$ cat config.mk
export PLATFORM = sky130hd
export DESIGN_NAME = rx_bd_engine
export DESIGN_NICKNAME = d
export VERILOG_FILES = /design/src/rtl/rxbd_pkg.sv /design/src/rtl/rxbd_addr_filter.sv /design/src/rtl/rxbd_frame_buf.sv /design/src/rtl/rxbd_ring.sv /design/src/rtl/rx_bd_engine.sv
export SDC_FILE = /design/constraint.sdc
export NUM_CORES = 1
export LEC_CHECK = 0
export CAP_MARGIN = 20
export CORE_ASPECT_RATIO = 1.4
export CORE_MARGIN = 2
export CORE_UTILIZATION = 50
export CTS_CLUSTER_DIAMETER = 80
export DETAILED_ROUTE_END_ITERATION = 8
export DONT_BUFFER_PORTS = 1
export GPL_TIMING_DRIVEN = 1
export SLEW_MARGIN = 10
export SYNTH_ARGS = -nofsm -noshare
export SYNTH_HDL_FRONTEND = slang
export SYNTH_SLANG_ARGS = --single-unit
$ cat constraint.sdc
create_clock -name clk -period 4.5 [get_ports clk]
set_input_delay 0.675 -clock clk [delete_from_list [all_inputs] [get_ports clk]]
set_output_delay 0.675 -clock clk [all_outputs]
set_load 0.05 [all_outputs]
$ cat src/rtl/rxbd_pkg.sv
package rxbd_pkg;

  typedef enum logic [1:0] {
    ST_IDLE    = 2'd0,
    ST_WAIT_BD = 2'd1,
    ST_RECEIVE = 2'd2,
    ST_STORE   = 2'd3
  } rx_state_e;

  localparam int BIT_READY     = 15;
  localparam int BIT_IRQ       = 14;
  localparam int BIT_WRAP      = 13;
  localparam int BIT_TOO_BIG   = 1;
  localparam int BIT_TOO_SHORT = 0;
  localparam int HDR_BYTES     = 14;
  localparam int ADDR_BYTES    = 6;

  // Zero every lane of the word that lies at or beyond the frame length.
  function automatic logic [31:0] pack_word(input logic [31:0] raw,
                                            input logic [15:0] off,
                                            input logic [15:0] len);
    logic [31:0] w;
    w = raw;
    for (int l = 0; l < 4; l++) begin
      if ((17'(off) + 17'(l)) >= 17'(len)) w[31-8*l -: 8] = 8'h00;
    end
    return w;
  endfunction

  // {too_big, too_short}
  function automatic logic [1:0] length_flags(input logic [15:0] len,
                                              input logic [15:0] min_l,
                                              input logic [15:0] max_l);
    logic short_f, big_f;
    short_f = (17'(len) + 17'd4) < 17'(min_l);
    big_f   = len > max_l;
    return {big_f, short_f};
  endfunction

  function automatic logic [31:0] status_out(input logic [31:0] stat,
                                             input logic [15:0] len,
                                             input logic [1:0]  flags);
    logic [31:0] s;
    s = stat;
    s[31:16]     = len;
    s[BIT_READY] = 1'b0;
    s[6:0]       = 7'b0;
    s[1:0]       = flags;
    return s;
  endfunction

endpackage

$ cat src/rtl/rxbd_addr_filter.sv
module rxbd_addr_filter (
  input  logic        clk,
  input  logic        rst_n,
  input  logic        byte_en,
  input  logic [15:0] pos,
  input  logic [7:0]  data,
  input  logic [47:0] station,
  output logic        match
);
  import rxbd_pkg::*;

  logic [7:0] ref_b;

  always_comb begin
    case (pos[2:0])
      3'd0:    ref_b = station[47:40];
      3'd1:    ref_b = station[39:32];
      3'd2:    ref_b = station[31:24];
      3'd3:    ref_b = station[23:16];
      3'd4:    ref_b = station[15:8];
      default: ref_b = station[7:0];
    endcase
  end

  always_ff @(posedge clk or negedge rst_n) begin
    if (!rst_n) begin
      match <= 1'b0;
    end else if (byte_en && pos < 16'(ADDR_BYTES)) begin
      if (pos == 16'd0) match <= (data == ref_b);
      else              match <= match && (data == ref_b);
    end
  end

endmodule

$ cat src/rtl/rxbd_frame_buf.sv
module rxbd_frame_buf #(
  parameter int BUF_BYTES = 128
) (
  input  logic        clk,
  input  logic        we,
  input  logic [15:0] waddr,
  input  logic [7:0]  wdata,
  input  logic [15:0] rd_off,
  output logic [31:0] rd_word
);
  localparam int BW = $clog2(BUF_BYTES);

  logic [7:0] mem [BUF_BYTES];

  always_ff @(posedge clk) begin
    if (we && (waddr < 16'(BUF_BYTES))) mem[waddr[BW-1:0]] <= wdata;
  end

  for (genvar l = 0; l < 4; l++) begin : g_lane
    logic [16:0] pos;
    assign pos = 17'(rd_off) + 17'(l);
    assign rd_word[31-8*l -: 8] = (pos < 17'(BUF_BYTES)) ? mem[pos[BW-1:0]] : 8'h00;
  end

endmodule

$ cat src/rtl/rxbd_ring.sv
module rxbd_ring #(
  parameter int DESC_WORDS = 256,
  localparam int IDXW = $clog2(DESC_WORDS)
) (
  input  logic            clk,
  input  logic            rst_n,
  input  logic            arm,
  input  logic            advance,
  input  logic            wrap_req,
  input  logic [IDXW-2:0] base_cnt,
  output logic [IDXW-1:0] idx
);
  localparam logic [IDXW-1:0] LAST_IDX = IDXW'(DESC_WORDS - 2);

  logic            primed;
  logic [IDXW-1:0] base;

  assign base = {base_cnt, 1'b0};

  function automatic logic [IDXW-1:0] next_index(input logic [IDXW-1:0] cur,
                                                 input logic wrap,
                                                 input logic [IDXW-1:0] b);
    if (wrap || cur >= LAST_IDX) return b;
    return cur + IDXW'(2);
  endfunction

  always_ff @(posedge clk or negedge rst_n) begin
    if (!rst_n) begin
      primed <= 1'b0;
      idx    <= '0;
    end else if (arm && !primed) begin
      primed <= 1'b1;
      idx    <= base;
    end else if (advance) begin
      idx    <= next_index(idx, wrap_req, base);
    end
  end

endmodule

$ cat src/rtl/rx_bd_engine.sv
module rx_bd_engine #(
  parameter int DESC_WORDS = 256,
  parameter int BUF_BYTES  = 128,
  localparam int IDXW = $clog2(DESC_WORDS)
) (
  input  logic            clk,
  input  logic            rst_n,
  input  logic            rx_valid,
  input  logic [7:0]      rx_data,
  input  logic            rx_last,
  input  logic            rx_en,
  input  logic            promisc,
  input  logic [15:0]     min_len,
  input  logic [15:0]     max_len,
  input  logic [IDXW-2:0] tx_bd_count,
  input  logic [47:0]     station_addr,
  input  logic            mask_rxb,
  input  logic            mask_busy,
  output logic [IDXW-1:0] bd_idx,
  input  logic [31:0]     bd_stat_rdata,
  input  logic [31:0]     bd_buf_rdata,
  output logic            bd_we,
  output logic [31:0]     bd_wdata,
  output logic            mem_we,
  output logic [31:0]     mem_addr,
  output logic [31:0]     mem_wdata,
  output logic            rxb_event,
  output logic            busy_event,
  output logic            irq
);
  import rxbd_pkg::*;

  rx_state_e   state_q, state_d;
  logic        in_frame_q, capturing_q;
  logic [15:0] byte_cnt_q, fr_len_q, off_q;
  logic [31:0] stat_q, buf_base_q;

  // named internal events
  logic        frame_start, cap_byte, frame_end, frame_short, frame_accept;
  logic        addr_ok, desc_ready, store_active, store_last, ring_adv, desc_irq_en;
  logic [15:0] cap_pos, len_now, stored_len;
  logic [31:0] raw_word;

  assign frame_start  = rx_valid && !in_frame_q;
  assign cap_byte     = (state_q == ST_RECEIVE) && rx_valid && (capturing_q || frame_start);
  assign cap_pos      = frame_start ? 16'd0 : byte_cnt_q;
  assign len_now      = cap_pos + 16'd1;
  assign frame_end    = cap_byte && rx_last;
  assign frame_short  = frame_end && (len_now < 16'(HDR_BYTES));
  assign frame_accept = frame_end && !frame_short && (promisc || addr_ok);
  assign desc_ready   = bd_stat_rdata[BIT_READY];
  assign store_active = (state_q == ST_STORE);
  assign stored_len   = (fr_len_q > 16'(BUF_BYTES)) ? 16'(BUF_BYTES) : fr_len_q;
  assign store_last   = store_active && ((17'(off_q) + 17'd4) >= 17'(stored_len));
  assign desc_irq_en  = stat_q[BIT_IRQ];

  rxbd_addr_filter u_filter (
    .clk     (clk),
    .rst_n   (rst_n),
    .byte_en (cap_byte),
    .pos     (cap_pos),
    .data    (rx_data),
    .station (station_addr),
    .match   (addr_ok)
  );

  rxbd_frame_buf #(.BUF_BYTES(BUF_BYTES)) u_buf (
    .clk     (clk),
    .we      (cap_byte),
    .waddr   (cap_pos),
    .wdata   (rx_data),
    .rd_off  (off_q),
    .rd_word (raw_word)
  );

  rxbd_ring #(.DESC_WORDS(DESC_WORDS)) u_ring (
    .clk      (clk),
    .rst_n    (rst_n),
    .arm      ((state_q == ST_IDLE) && rx_en),
    .advance  (ring_adv),
    .wrap_req (stat_q[BIT_WRAP]),
    .base_cnt (tx_bd_count),
    .idx      (bd_idx)
  );

  always_comb begin
    state_d    = state_q;
    mem_we     = 1'b0;
    bd_we      = 1'b0;
    rxb_event  = 1'b0;
    busy_event = 1'b0;
    ring_adv   = 1'b0;
    case (state_q)
      ST_IDLE:    if (rx_en) state_d = ST_WAIT_BD;
      ST_WAIT_BD: begin
        if (desc_ready)       state_d = ST_RECEIVE;
        else if (!rx_en)      state_d = ST_IDLE;
        else if (frame_start) busy_event = 1'b1;
      end
      ST_RECEIVE: begin
        if (frame_short)       state_d = ST_IDLE;
        else if (frame_accept) state_d = ST_STORE;
      end
      ST_STORE: begin
        mem_we = 1'b1;
        if (store_last) begin
          bd_we     = 1'b1;
          rxb_event = 1'b1;
          ring_adv  = 1'b1;
          state_d   = ST_IDLE;
        end
      end
      default: state_d = ST_IDLE;
    endcase
  end

  assign mem_addr  = buf_base_q + 32'(off_q);
  assign mem_wdata = pack_word(raw_word, off_q, fr_len_q);
  assign bd_wdata  = status_out(stat_q, fr_len_q, length_flags(fr_len_q, min_len, max_len));
  assign irq       = (rxb_event && mask_rxb && desc_irq_en) || (busy_event && mask_busy);

  always_ff @(posedge clk or negedge rst_n) begin
    if (!rst_n) begin
      state_q     <= ST_IDLE;
      in_frame_q  <= 1'b0;
      capturing_q <= 1'b0;
      byte_cnt_q  <= '0;
      fr_len_q    <= '0;
      off_q       <= '0;
      stat_q      <= '0;
      buf_base_q  <= '0;
    end else begin
      state_q <= state_d;
      if (rx_valid) in_frame_q <= !rx_last;
      if (state_q != ST_RECEIVE) capturing_q <= 1'b0;
      else if (cap_byte)         capturing_q <= !rx_last;
      if (cap_byte) byte_cnt_q <= len_now;
      if (frame_accept) begin
        fr_len_q <= len_now;
        off_q    <= '0;
      end else if (store_active) begin
        off_q    <= off_q + 16'd4;
      end
      if (state_q == ST_WAIT_BD && desc_ready) begin
        stat_q     <= {bd_stat_rdata[31:7], 7'b0};
        buf_base_q <= bd_buf_rdata;
      end
    end
  end

endmodule

Word level (Yosys, flattened, before mapping). Memory sizes are Yosys's and may differ from the RTL's. Cells that the tools add are included.

Order comparisons: 16. Equal/unequal tests: 13. Multiply operators: 0. Muxes and demuxes: 39. Shift operators: 0. Add/subtract/negate cells: 9. Div/mod/pow operators: 0. Reduce and logical (&&, ||, !) cells: 32. Bitwise operators: 0.

Operators by type and width (number): 8-bit two-way mux (12); 17-bit by 16-bit greater-or-equal comparator with 1-bit output (4); 16-bit two-way mux (4); 17-bit by 8-bit < comparator with 1-bit output, second input constant (3); 8-bit one-hot mux with 5 select lines (1); 16-bit by 2-bit adder with 17-bit output, second input constant (2); 16-bit by 3-bit adder with 17-bit output, second input constant (2); 32-bit by 16-bit adder with 32-bit output (1); 16-bit by 8-bit < comparator with 1-bit output, second input constant (2); 16-bit by 1-bit adder with 17-bit output, second input constant (1); 1-bit logical AND (17); 17-bit by 16-bit < comparator with 1-bit output (1); 16-bit by 1-bit adder with 16-bit output, second input constant (1); 16-bit by 3-bit adder with 16-bit output, second input constant (1); 16-bit greater-or-equal comparator (1); 16-bit > comparator (1); 16-bit by 8-bit > comparator with 1-bit output, second input constant (1); 16-bit logical NOT (1); 16-bit by 3-bit < comparator with 1-bit output, second input constant (1); 16-bit by 4-bit < comparator with 1-bit output, second input constant (1); 1-bit two-way mux (15); 2-bit two-way mux (6); 8-bit by 2-bit adder with 8-bit output, second input constant (1); 8-bit equality test (1); other kinds (16) (28).

Memories: 1. ROM bits: 0. Bits in writable memories: 1024. Bits in registers: 102. Latch bits: 0. Logic and storage cells: 121.

Memory list: u_buf.mem (depth 128, width 8, rd ports 4, clocked after Yosys merged registers in 0, write ports 1, RTL line rxbd_frame_buf.sv:13) `logic [7:0] mem [BUF_BYTES];`.

Longest topological paths before layout. Gate-level depths: netlist of the first run.

Depth after elaboration: 12. Gate-level depth with buffers: 17. Gate-level depth less buffers: 15.

Modules after synthesis. A second synthesis of the first run with hierarchy kept.

Cell total of the unflattened synthesis: 4842. Area total of the unflattened synthesis: 74930.6 sq um.

By module, submodules not included: rxbd_frame_buf (times used 1, cells each 3773, area each 65615.4 sq um, sequential area each 30749.5 sq um); rx_bd_engine (times used 1, cells each 929, area each 8077.7 sq um, sequential area each 2252.2 sq um); rxbd_addr_filter (times used 1, cells each 85, area each 719.4 sq um, sequential area each 25.0 sq um); rxbd_ring (times used 1, cells each 55, area each 518.0 sq um, sequential area each 200.2 sq um).

Worst setup path before layout of the first run. OpenSTA, ideal clock, no wires.

Path type: register to output. From: register off_q[2]. To: output irq. Data arrival time: 4.350 ns. Stages on the path, launching flop included: 15. Slack: -0.525 ns. Cell sequence: dfrtp_1 > buf_2 > buf_2 > buf_1 > buf_2 > nand4_1 > nor2_1 > xor2_1 > ha_1 > and4_1 > nand3_1 > a211oi_1 > o31ai_1 > nor2_1 > a32o_1.

Word-level cells in the longest chain between the ends: 8.

Ends and longest elaborated chain: from (decl) (RTL line rx_bd_engine.sv:35) `logic [15:0] byte_cnt_q, fr_len_q, off_q;`; from (signal assigned) (RTL line rx_bd_engine.sv:142) `off_q <= off_q + 16'd4;`; 16-bit by 3-bit adder with 17-bit output (RTL line rx_bd_engine.sv:54) `assign store_last = store_active && ((17'(off_q) + 17'd4) >= 17'(stored_len));`; 17-bit by 16-bit greater-or-equal comparator with 1-bit output (RTL line rx_bd_engine.sv:54); 1-bit logical AND (RTL line rx_bd_engine.sv:54); 1-bit two-way mux (2 in series); via bd_we (RTL line rx_bd_engine.sv:22) `output logic bd_we,`; 1-bit logical AND (2 in series) (RTL line rx_bd_engine.sv:120) `assign irq = (rxb_event && mask_rxb && desc_irq_en) || (busy_event && mask_busy);`; 1-bit logical OR (RTL line rx_bd_engine.sv:120); to (decl) (RTL line rx_bd_engine.sv:29) `output logic irq`.

The timed path passes the listed nets, and every way through them passes these cells.

Worst setup path after layout of the first run.
From: register off_q[6]. To: output irq.

Word-level cells in the longest chain between the ends: 8.

Ends and longest elaborated chain: 16-bit by 3-bit adder with 17-bit output (RTL line rx_bd_engine.sv:54); 17-bit by 16-bit greater-or-equal comparator with 1-bit output (RTL line rx_bd_engine.sv:54); 1-bit logical AND (RTL line rx_bd_engine.sv:54); 1-bit two-way mux (RTL line rx_bd_engine.sv:106) `if (store_last) begin`; 1-bit two-way mux (RTL line rx_bd_engine.sv:93) `case (state_q)`; 1-bit logical AND (2 in series) (RTL line rx_bd_engine.sv:120); 1-bit logical OR (RTL line rx_bd_engine.sv:120).

Every way passes these cells.

==> results of run 1 <==
[layout make-up]
type / count / area, µm²
repair buffers: 225 / 1940
fillers: 7169 / 40800
clock buffers: 122 / 2720
diodes: 1 / 2.50
multi-input cells: 1352 / 14200
well taps: 1224 / 1530
flip-flops and latches: 1123 / 33200
inverters: 69 / 259
clock inverters: 70 / 828
[layer usage]
layer,routed length (µm),vias to the layer above
met2,62700,848
li1,-,11100
met5,0,-
met1,46700,13600
met3,6780,162
met4,2870,0
[through the flow]
step	setup slack [ns]	setup TNS, ns	cells
2_1_floorplan	0.00164	0	2712
3_3_place_gp	0.222	0	3980
3_5_place_dp	0.143	0	3980
4_1_cts	-0.0656	-0.116	4178
5_1_grt	-0.122	-0.122	4185
6_report	0.0394	0	4186
[synthesized netlist by cell type (6+ instances only)]
master,number,area [µm²]
edfxtp_1,1024,30700
mux4_2,320,7210
nor2_1,236,886
clkbuf_1,111,417
ha_1,106,1330
dfrtp_1,99,2480
nand2_1,93,349
inv_1,68,255
xnor2_1,57,499
o21ai_0,55,275
mux2_2,49,552
nand3_1,47,235
a21oi_1,43,215
mux2i_1,43,430
buf_1,31,116
nand4_1,27,169
nor2b_1,21,131
nor3_1,21,105
xor2_1,19,166
and3_1,18,113
a211oi_1,17,128
a21o_1,17,128
o22ai_1,14,87.6
buf_2,12,60.1
or3_1,12,75.1
buf_4,11,82.6
nor4_1,11,68.8
o21a_1,10,75.1
nand2b_1,9,56.3
o211ai_1,6,45.0
o31ai_1,6,45.0
[cells by family (layout without fill, tap and decap cells)]
group,Yosys count,in the layout,share of synthesized area
other,2,16,0.000156
DFF,1123,1123,0.689
AOI/OAI and AO/OA,219,219,0.0295
buffers and inverters,237,486,0.0199
muxes,413,413,0.170
xor gates and xnor gates,76,76,0.0138
and+or+nand+nor,523,523,0.0504
adders and majority gates,106,106,0.0275
[report_power, final]
part,internal (mW),switching [mW],leakage (nW),total [mW]
Clock,5.22,3.94,1.74,9.17
Combinational,5.66,7.49,6.34,13.2
Sequential,11.8,0.741,10.4,12.5
Total,22.7,12.2,18.5,34.8
[registers in the layout (all words and copies together) (netlist names)]
signal	count
u_ring.primed	1
fr_len_q	16
byte_cnt_q	16
buf_base_q	32
off_q	14
u_buf.mem	1024
u_filter.match	1
stat_q	8
capturing_q	1
state_q	2
u_ring.idx	7
in_frame_q	1
[critical path: stages, from the launching register on]
cell and delay (ns):
dfrtp_4 0.40, buf_4 0.40, nand4_1 0.25, nor2_1 0.28, xor2_1 0.21, ha_1 0.27
and4_1 0.20, nand3_1 0.08, a211oi_1 0.05, o31ai_1 0.24, buf_4 0.19, nor2_4 0.04
a32o_1 0.31, buf_12 0.16
[timing repair]
| item | 4_1_cts | 5_1_grt |
|---|---|---|
| pin swaps | 0 | 1 |
| endpoints found under the setup margin | 39 | 39 |
| resized for setup | 16 | 22 |
| gates cloned | 0 | 3 |
| setup buffers | 3 | 4 |
| hold buffers | 3 | 0 |
| endpoints found under the hold margin | 100 | 0 |
[placed cells by master, fill, tap and decap left out, types with 17 or more instances in the layout]
cell       synthesis  final
ha_1             106    105
edfxtp_1        1024   1024
nor2b_1           21     21
nand3_1           47     47
clkinv_2           0     26
and3_1            18     18
o21ai_0           55     54
nor2_1           236    229
a21oi_1           43     41
mux2i_1           43     40
xor2_1            19     19
nand4_1           27     27
inv_1             68     67
nor3_1            21     19
xnor2_1           57     57
dfrtp_1           99     94
clkbuf_16          0    108
buf_4             11    204
mux2_2            49     49
nand2_1           93     93
a21o_1            17     17
mux4_2           320    320
[worst max path at each step]
stage              from           to  depth (start not counted)
2_1_floorplan  off_q[2]          irq                         14
3_5_place_dp   rx_valid  fr_len_q[1]                         12
5_1_grt        off_q[4]          irq                         15
4_1_cts        off_q[2]          irq                         14
6_report       off_q[6]          irq                         13
3_3_place_gp   rx_valid  fr_len_q[1]                         12
==> results.rst, run 1 <==
.. list-table::
   :header-rows: 1

   * - Metric
     - Value
   * - Maximum VDD drop
     - 834 µV
   * - Utilization after layout
     - 0.573
   * - Clock insertion delay at the later pin of the skew report
     - 0.72 ns
   * - Share of the yosys chip area belonging to registers
     - 0.689
   * - Prevailing post-synth register cell
     - edfxtp_1
   * - Biggest fanout along the worst timing path
     - 23
   * - Rows
     - 134
   * - First-pass GRT wire length
     - 174 mm
   * - Critical Path Source Type
     - flip-flop
   * - Post-detailed-route wirelength per cell
     - 28.4 µm
   * - Num ports
     - 276
   * - Estimated wirelength of the detail-placed design
     - 75.2 mm
   * - Post-synthesis to final-layout area growth
     - 13.4%
   * - Count of H-tree levels built during CTS
     - 3
   * - Endpoint of the worst hold-timing path
     - in_frame_q
   * - Netlist area before placement
     - 48,200 µm²
   * - Post-Synthesis Mean Instance Area
     - 17.9 µm²
   * - Post-Layout Inst Area
     - 54,700 µm²
   * - Total overflow reported by the global router
     - 0
   * - Minimum clock period
     - 4.46 ns
   * - Iter 0 DRT Violations
     - 2,301
   * - Worst Reg-to-Reg Cells
     - 12
   * - Reported max-cap violation count
     - 0
   * - Portion of the clock cycle consumed by the worst path in the final layout
     - 0.991
   * - Cell leakage power
     - 18.5 nW
   * - Setup repair after global routing missed its margin
     - yes
   * - Warnings from Yosys
     - 0
   * - Worst reg2reg startpoint
     - in_frame_q
   * - Number of vias after detailed routing
     - 25,700
   * - Initial core utilization
     - 0.505
   * - Class of the most critical hold timing path
     - in -> reg
   * - Critical path class
     - reg -> out
   * - Number of vias per cell
     - 6.14
   * - WHS
     - 0.0525 ns
   * - GRT met1 Usage
     - 0.312
   * - Cell count after synthesis
     - 2,699
   * - Endpoint class of the critical path
     - output port
   * - Number of optimization iterations in the first detailed-route pass
     - 7
   * - Vias in the first global route
     - 26,300
   * - Final GP Congestion
     - 0.906
   * - Initial antenna violation count
     - 1
   * - Maximum number of pins on one net before global-route repair
     - 132
   * - Remaining routing DRC violations
     - 0
   * - Critical R2R Capture
     - fr_len_q[1]
   * - Post-detailed-placement cell area
     - 50,800 µm²
   * - Number of sinks handled by clock tree synthesis
     - 1,123
   * - Final layout net count
     - 3,149
   * - Fraction of layout instances using a drive strength above 1
     - 0.268
   * - Number of CTS-inserted buffers
     - 105
   * - Maximum achievable frequency
     - 0.224 GHz
   * - Pwr Total
     - 34.8 mW
   * - Sum of routed wire length over all layers
     - 119 mm
   * - Final count of negative-setup-slack endpoints
     - 0
   * - Hold wc startpoint
     - rx_last
   * - Clock slew seen by the registers of the worst setup and hold paths
     - 0.07 ns
   * - Remaining number of nets flagged by the antenna check after routing
     - 0
   * - Data arrival time of the critical path
     - 3.79 ns
   * - Reg2reg setup slack
     - 0.55 ns
   * - Peak-usage layer in the global routing report
     - met2
   * - TritonCTS clock tree
     - built
   * - Slew at the pin closest to its max-slew limit
     - 1.12 ns
   * - Buffer cell driving the clock tree root
     - clkbuf_16
   * - Number of flops mapped to enable cells by yosys
     - 1,024
   * - Fraction of registers with async set/reset
     - 0.0882
   * - Port buffer count
     - 0
   * - Final number of hold-violating endpoints
     - 0
   * - Power per cell area
     - 637 nW/µm²
   * - Routing usage on met3
     - 0.0339
   * - Max-slew headroom at the worst pin
     - 0.251
   * - Die Y-Extent
     - 372 µm
   * - Total global-route track usage
     - 0.241
   * - Floorplan core area
     - 95,600 µm²
   * - Number of different library cells in the post-synthesis netlist
     - 77
   * - Flops & latches, synth
     - 1,123
   * - Status
     - completed
   * - Buffers from clock root to sink, at most
     - 3
   * - Final slew viol count
     - 0
   * - Met2 usage in global routing
     - 0.426
   * - Required arrival time at the worst endpoint
     - 3.83 ns
   * - Hold Path Stages
     - 1
   * - Full die area
     - 99,000 µm²
   * - Worst-case clock skew
     - 0.0366 ns
   * - Chip width
     - 267 µm
(Power assumes the default switching activity.)
==> run 2: changes to the inputs <==
--- a/config.mk
+++ b/config.mk
@@ -14,4 +14,5 @@
 export DONT_BUFFER_PORTS = 1
 export GPL_TIMING_DRIVEN = 1
+export REMOVE_ABC_BUFFERS = 1
 export SLEW_MARGIN = 10
 export SYNTH_ARGS = -nofsm -noshare
==> constraint.sdc (replaced) <==
create_clock -name clk -period 4.5 [get_ports clk]
set_input_delay 0.225 -clock clk [delete_from_list [all_inputs] [get_ports clk]]
set_output_delay 0.225 -clock clk [all_outputs]
set_load 0.05 [all_outputs]
==> run 2 against run 1 <==
  * Via count down 0.11%
  * Die area unchanged
  * Clock-buffer cell count fell by 1
  * Sequential power about the same
  * Cell area increased by 0.30%
  * First-iteration DRC count shrank 10%
  * Register-to-register slack worse by 0.09 ns
  * Clock power decreased by 2.4%
==> results.rst, run 2 (same netlist as run 1, synthesis figures left out) <==
.. list-table::
   :header-rows: 1

   * - Metric
     - Value
   * - Status
     - completed
   * - Final number of hold-violating endpoints
     - 0 (unchanged)
   * - Critical path class
     - reg -> out
   * - Reg2reg setup slack
     - 0.46 ns (-0.09 ns)
   * - Reported max-cap violation count
     - 0 (unchanged)
   * - Pwr Total
     - 34.3 mW (-1.4%)
   * - Maximum VDD drop
     - 511 µV (-39%)
   * - Utilization after layout
     - 0.574 (+0.00170)
   * - Final GP Congestion
     - 0.886 (-2.3%)
   * - Max-slew headroom at the worst pin
     - 0.248 (-0.00355)
   * - Final layout net count
     - 3,169 (+0.64%)
   * - Worst reg2reg startpoint
     - in_frame_q
   * - Clock insertion delay at the later pin of the skew report
     - 0.73 ns (about the same)
   * - Die Y-Extent
     - 372 µm (unchanged)
   * - Cell leakage power
     - 18.4 nW (-0.14%)
   * - Critical R2R Capture
     - u_filter.match
   * - Sum of routed wire length over all layers
     - 120 mm (+0.36%)
   * - Worst Reg-to-Reg Cells
     - 12 (unchanged)
   * - Buffers from clock root to sink, at most
     - 3 (unchanged)
   * - Floorplan core area
     - 95,600 µm² (unchanged)
   * - Power per cell area
     - 626 nW/µm² (-1.7%)
   * - Remaining routing DRC violations
     - 0 (unchanged)
   * - Setup repair after global routing missed its margin
     - no
   * - Maximum achievable frequency
     - 0.232 GHz (+3.3%)
   * - Fill cell total of the finished layout
     - 7,198 (+0.40%)
   * - Endpoint class of the critical path
     - output port
   * - Origin of the worst setup path
     - fr_len_q[13]
   * - Minimum clock period
     - 4.32 ns (-0.144 ns)
   * - Number of vias after detailed routing
     - 25,700 (-0.11%)
   * - Number of sinks handled by clock tree synthesis
     - 1,123 (unchanged)
   * - Fraction of layout instances using a drive strength above 1
     - 0.244 (-0.0245)
   * - Most common cell after layout, fill and taps aside
     - edfxtp_1
   * - Initial core utilization
     - 0.505 (unchanged)
   * - Biggest fanout along the worst timing path
     - 7 (-70%)
   * - Port buffer count
     - 0 (unchanged)
   * - Maximum number of pins on one net before global-route repair
     - 129 (-2.3%)
   * - Data arrival time of the critical path
     - 4.09 ns (+0.30 ns)
   * - Full die area
     - 99,000 µm² (unchanged)
   * - Number of flip-flops in the largest register
     - 1,024 (unchanged)
   * - Number of optimization iterations in the first detailed-route pass
     - 5 (-2)
   * - TritonCTS clock tree
     - built
   * - Total global-route track usage
     - 0.244 (+0.00257)
   * - First-pass GRT wire length
     - 175 mm (+0.40%)
   * - Class of the most critical hold timing path
     - in -> reg
   * - Number of vias per cell
     - 6.08 (-0.93%)
   * - Count of H-tree levels built during CTS
     - 3 (unchanged)
   * - Clock slew seen by the registers of the worst setup and hold paths
     - 0.06 ns (about the same)
   * - Post-detailed-placement cell area
     - 50,500 µm² (-0.64%)
   * - Initial antenna violation count
     - 7 (+6)
   * - Iter 0 DRT Violations
     - 2,071 (-10%)
   * - Setup total negative slack
     - 0 ns (unchanged)
   * - Portion of the clock cycle consumed by the worst path in the final layout
     - 0.959 (-0.0319)
   * - Estimated wirelength of the detail-placed design
     - 75.5 mm (+0.45%)
   * - Required arrival time at the worst endpoint
     - 4.28 ns (+0.45 ns)
   * - Vias in the first global route
     - 26,600 (+1.2%)
   * - Total overflow reported by the global router
     - 0 (unchanged)
   * - Final critical-path setup slack
     - 0.183 ns (+0.144 ns)
   * - Leading cell types in the layout, fill and taps excluded
     - edfxtp_1, mux4_2, nor2_1
   * - Post-synthesis to final-layout area growth
     - 13.8%
   * - Slew at the pin closest to its max-slew limit
     - 1.12 ns (+0.00673 ns)
   * - Chip width
     - 267 µm (unchanged)
   * - Num ports
     - 276 (unchanged)
   * - Number of CTS-inserted buffers
     - 106 (+0.95%)
   * - Worst slack at placement
     - 0.577 ns (+0.434 ns)
   * - Critical Path Source Type
     - flip-flop
   * - Final count of negative-setup-slack endpoints
     - 0 (unchanged)
   * - Buffer cell driving the clock tree root
     - clkbuf_16
   * - Crit path to
     - irq
   * - Rows
     - 134 (unchanged)
   * - Remaining number of nets flagged by the antenna check after routing
     - 0 (unchanged)
   * - Setup Fix Bufs, Post-CTS
     - 0 (-3)
   * - Post-detailed-route wirelength per cell
     - 28.3 µm (-0.47%)
   * - Final slew viol count
     - 0 (unchanged)
   * - Post-Layout Inst Area
     - 54,900 µm² (+0.30%)
   * - Worst-case clock skew
     - 0.0478 ns (+0.0112 ns)
-- run 2: cell count changes in the layout (fill, tap and decap cells not counted), moves of 4 or more --
cell / change
buf_6: -7
buf_4: -35
diode_2: +8
clkinv_1: +17
dlygate4sd3_1: +59
clkinvlp_4: +4
nor2_2: -4
nor2_1: +6
clkinv_2: -7
bufinv_16: -5
-- run 2: area by class of cell --
type                            instances  area, µm²  share of cell area
Sequential cell                      1123      33200               0.606
Clock buffer                          121       2710              0.0494
Antenna cell                            9       22.5            0.000410
Multi-Input combinational cell       1352      14100               0.257
Timing Repair Buffer                  244       2230              0.0406
Tap cell                             1224       1530              0.0279
Inverter                               69        259             0.00472
Clock inverter                         79        776              0.0141
-- run 2: power breakdown --
part / internal [mW] / leakage (nW) / total [mW] / switching (mW)
Sequential: 11.8 / 10.4 / 12.6 / 0.834
Combinational: 5.36 / 6.38 / 12.8 / 7.41
Clock: 4.95 / 1.68 / 8.95 / 4.00
-- run 2: worst min path at each step --
stage                         from              to  slack (ns)  depth (start not counted)
after global routing      rx_valid  byte_cnt_q[10]        0.10                          3
final                     rx_valid  byte_cnt_q[10]        0.08                          3
after CTS                 rx_valid  byte_cnt_q[10]        0.04                          3
after floorplan              rst_n   buf_base_q[0]       -0.07                          0
after global placement       rst_n  buf_base_q[14]       -0.07                          0
after detailed placement     rst_n       off_q[14]       -0.07                          0
-- run 2: critical path, stage by stage, from the launching register on --
cell      delay, ns
dfrtp_1        0.38
or4_1          0.57
nor3_2         0.41
nand2_1        0.19
ha_1           0.33
and4_1         0.19
nand3_1        0.08
a211oi_1       0.19
o31ai_1        0.11
buf_4          0.17
nor2_2         0.31
a32o_2         0.46
-- run 2: routing by layer --
layer | GRT usage | vias up | part of all wire | routed length [µm]
li1 | - | 11200 | - | -
met1 | 0.307 | 13400 | 0.38 | 45900
met2 | 0.429 | 945 | 0.52 | 62000
met3 | 0.0458 | 167 | 0.071 | 8490
met4 | 0.0753 | 2 | 0.026 | 3080
met5 | 0 | - | 0.00010 | 12
-- run 2: stage by stage --
stage | std cells | hold slack [ns]
finish | 4221 | 0.0772
global route | 4219 | 0.104
CTS | 4212 | 0.0390
detailed placement | 3942 | -0.0676
global placement | 3942 | -0.0676
floorplan | 2544 | -0.0706
-- run 2: repair_timing --
action / 4_1_cts / 5_1_grt
endpoints found under the hold margin: 1187 / 0
gates resized for setup: 2 / 2
endpoints found under the setup margin: 1 / 15
hold buffers: 70 / 0
pin swaps: 0 / 0
==> run 3: changes to the inputs <==
Settings changed: CORE_ASPECT_RATIO 1.4 to 0.5.
Clock period 4.5 ns to 4.6 ns, I/O delays scaled along.
==> run 3 against run 2 <==
  * Setup slack improved by 0.035 ns
  * Clock skew decreased by 0.010 ns
  * Power decreased by 3.2%
  * Die area increased by 0.12%
  * Routed wire length decreased by 1.4%
  * Clock power decreased by 5.0%
  * Clock-buffer cell count increased by 1
  * Critical endpoint unchanged
  * Non-clock buffer count increased by 16
  * Largest cell class unchanged
  * Sequential cell count unchanged
  * First-iteration DRC count increased by 28%
==> results.rst, run 3 (same netlist as run 1, synthesis figures left out) <==
.. list-table::
   :header-rows: 1

   * - Metric
     - Value
   * - Status
     - completed
   * - Worst-case clock skew
     - 0.0378 ns (-0.00998 ns)
   * - Initial antenna violation count
     - 7 (unchanged)
   * - Die Y-Extent
     - 224 µm (-40%)
   * - Buffers from clock root to sink, at most
     - 3 (unchanged)
   * - Power per cell area
     - 606 nW/µm² (-3.1%)
   * - Worst slack at placement
     - 0.637 ns (+0.0598 ns)
   * - Post-detailed-route wirelength per cell
     - 27.6 µm (-2.4%)
   * - TritonCTS clock tree
     - built
   * - Final number of hold-violating endpoints
     - 0 (unchanged)
   * - Class of the most critical hold timing path
     - in -> reg
   * - Portion of the clock cycle consumed by the worst path in the final layout
     - 0.953
   * - Clock insertion delay at the later pin of the skew report
     - 0.72 ns (about the same)
   * - Count of H-tree levels built during CTS
     - 3 (unchanged)
   * - Remaining number of nets flagged by the antenna check after routing
     - 0 (unchanged)
   * - Maximum number of pins on one net before global-route repair
     - 130 (+0.78%)
   * - Total overflow reported by the global router
     - 0 (unchanged)
   * - Final layout net count
     - 3,178 (+0.28%)
   * - Final critical-path setup slack
     - 0.218 ns (+0.0345 ns)
   * - Critical path class
     - reg -> out
   * - First-pass GRT wire length
     - 172 mm (-1.6%)
   * - Final GP Congestion
     - 0.876 (-1.1%)
   * - Setup repair after global routing missed its margin
     - no
   * - Number of CTS-inserted buffers
     - 99 (-6.6%)
   * - Vias in the first global route
     - 25,800 (-3.0%)
   * - Num ports
     - 276 (unchanged)
   * - Maximum achievable frequency
     - 0.228 GHz
   * - Final slew viol count
     - 0 (unchanged)
   * - Port buffer count
     - 0 (unchanged)
   * - Maximum VDD drop
     - 404 µV (-21%)
   * - Max-slew headroom at the worst pin
     - 0.228 (-0.0196)
   * - Initial core utilization
     - 0.505 (about the same)
   * - Highest cell delay on the worst timing path
     - 0.58 ns (about the same)
   * - Floorplan core area
     - 95,500 µm² (about the same)
   * - Hold wc startpoint
     - rx_data[0]
   * - Reported max-cap violation count
     - 0 (unchanged)
   * - Required arrival time at the worst endpoint
     - 4.37 ns (+0.09 ns)
   * - Origin of the worst setup path
     - fr_len_q[13]
   * - Post-synthesis to final-layout area growth
     - 13.7% (about the same)
   * - Chip width
     - 443 µm (+66%)
   * - Worst reg2reg startpoint
     - byte_cnt_q[3]
   * - Most common cell after layout, fill and taps aside
     - edfxtp_1
   * - Cell with the largest stage delay on the worst path
     - or4_1
   * - Number of flip-flops in the largest register
     - 1,024 (unchanged)
   * - Iter 0 DRT Violations
     - 2,648 (+28%)
   * - Estimated wirelength of the detail-placed design
     - 69.7 mm (-7.7%)
   * - Crit path cell chain
     - or4_1 > nor3_2 > nand2_1 > ha_1 > a21o_1 > a211oi_1 > a211oi_1 > o31ai_1 > buf_4 > nor2_2 > a32o_1 > buf_12
   * - Rows
     - 80 (-40%)
   * - Total global-route track usage
     - 0.239 (-0.00473)
   * - Number of vias after detailed routing
     - 25,600 (-0.14%)
   * - Number of vias per cell
     - 6.01 (-1.2%)
   * - Sum of routed wire length over all layers
     - 118 mm (-1.4%)
   * - Number of optimization iterations in the first detailed-route pass
     - 6 (+1)
   * - Cell leakage power
     - 18.4 nW (about the same)
   * - Leading cell types in the layout, fill and taps excluded
     - edfxtp_1, mux4_2, nor2_1
   * - Minimum clock period
     - 4.38 ns
   * - Crit path top cell by count
     - a211oi_1
   * - Endpoint class of the critical path
     - output port
   * - Biggest fanout along the worst timing path
     - 7 (unchanged)
   * - Data arrival time of the critical path
     - 4.15 ns (+0.06 ns)
   * - Critical Path Source Type
     - flip-flop
   * - Number of sinks handled by clock tree synthesis
     - 1,123 (unchanged)
   * - Slew at the pin closest to its max-slew limit
     - 1.16 ns (+0.0332 ns)
   * - Remaining routing DRC violations
     - 0 (unchanged)
   * - Clock slew seen by the registers of the worst setup and hold paths
     - 0.07 ns (about the same)
   * - Setup Fix Bufs, Post-CTS
     - 0 (unchanged)
   * - Post-Layout Inst Area
     - 54,900 µm² (about the same)
   * - Final count of negative-setup-slack endpoints
     - 0 (unchanged)
   * - Setup total negative slack
     - 0 ns (unchanged)
   * - Buffer cell driving the clock tree root
     - clkbuf_16
   * - Post-detailed-placement cell area
     - 50,700 µm² (+0.39%)
   * - Full die area
     - 99,100 µm² (+0.12%)
   * - Fraction of layout instances using a drive strength above 1
     - 0.242 (-0.00168)
-- run 3: worst paths after layout --
| path | endpoint | slack (ns) | depth (start not counted) |
|---|---|---|---|
| max | irq | 0.22 | 12 |
| min | u_buf.mem[16][0] | 0.01 | 1 |
| max reg2reg | fr_len_q[1] | 0.72 | 9 |
| min reg2reg | u_ring.primed | 0.50 | 1 |
| max in group asynchronous | off_q[2] | 3.96 | 2 |
| min in group asynchronous | fr_len_q[10] | 0.12 | 2 |
-- run 3: where the power goes --
part | internal [mW] | total, mW | switching (mW)
logic | 5.29 | 12.4 | 7.16
registers | 11.5 | 12.3 | 0.779
clock network | 4.74 | 8.50 | 3.76
-- run 3: repair_timing --
item	CTS	global route
resized for setup	0	3
hold endpoints to repair	1188	20
setup endpoints to repair	0	19
hold buffers	65	3
-- run 3: final cells by class --
cell class,instances,area (µm²)
clock inverters,58,679
fillers,7194,40600
flip-flops and latches,1123,33200
diodes,9,22.5
clock buffers,122,2580
multi-input cells,1352,14100
repair buffers,260,2360
inverters,69,259
well taps,1271,1590
-- run 3: critical path, delay by kind of cell, from the launching register on --
kind / cells / cell delay [ns]
AND/OR/NAND/NOR: 4 / 1.55
flip-flops: 1 / 0.37
AO/OA/AOI/OAI: 5 / 0.92
buffers and inverters: 2 / 0.31
adder cells (fa/ha/maj): 1 / 0.30
-- run 3: through the flow --
step            util  std cells  hold slack [ns]  total power [mW]
4_1_cts        0.574       4251         0.000136              33.5
6_report       0.574       4264           0.0145              33.3
2_1_floorplan      -       2544          -0.0656              21.2
3_5_place_dp   0.531       4006          -0.0610              24.8
3_3_place_gp   0.531       4006          -0.0615              24.7
5_1_grt        0.574       4257           0.0126              34.7
-- run 3: per-layer routing --
layer	vias up	track usage	routed length, µm
met5	-	0	0
met4	0	0.0577	2400
met3	155	0.0464	8100
met2	894	0.382	56900
met1	13400	0.344	50500
li1	11200	-	-
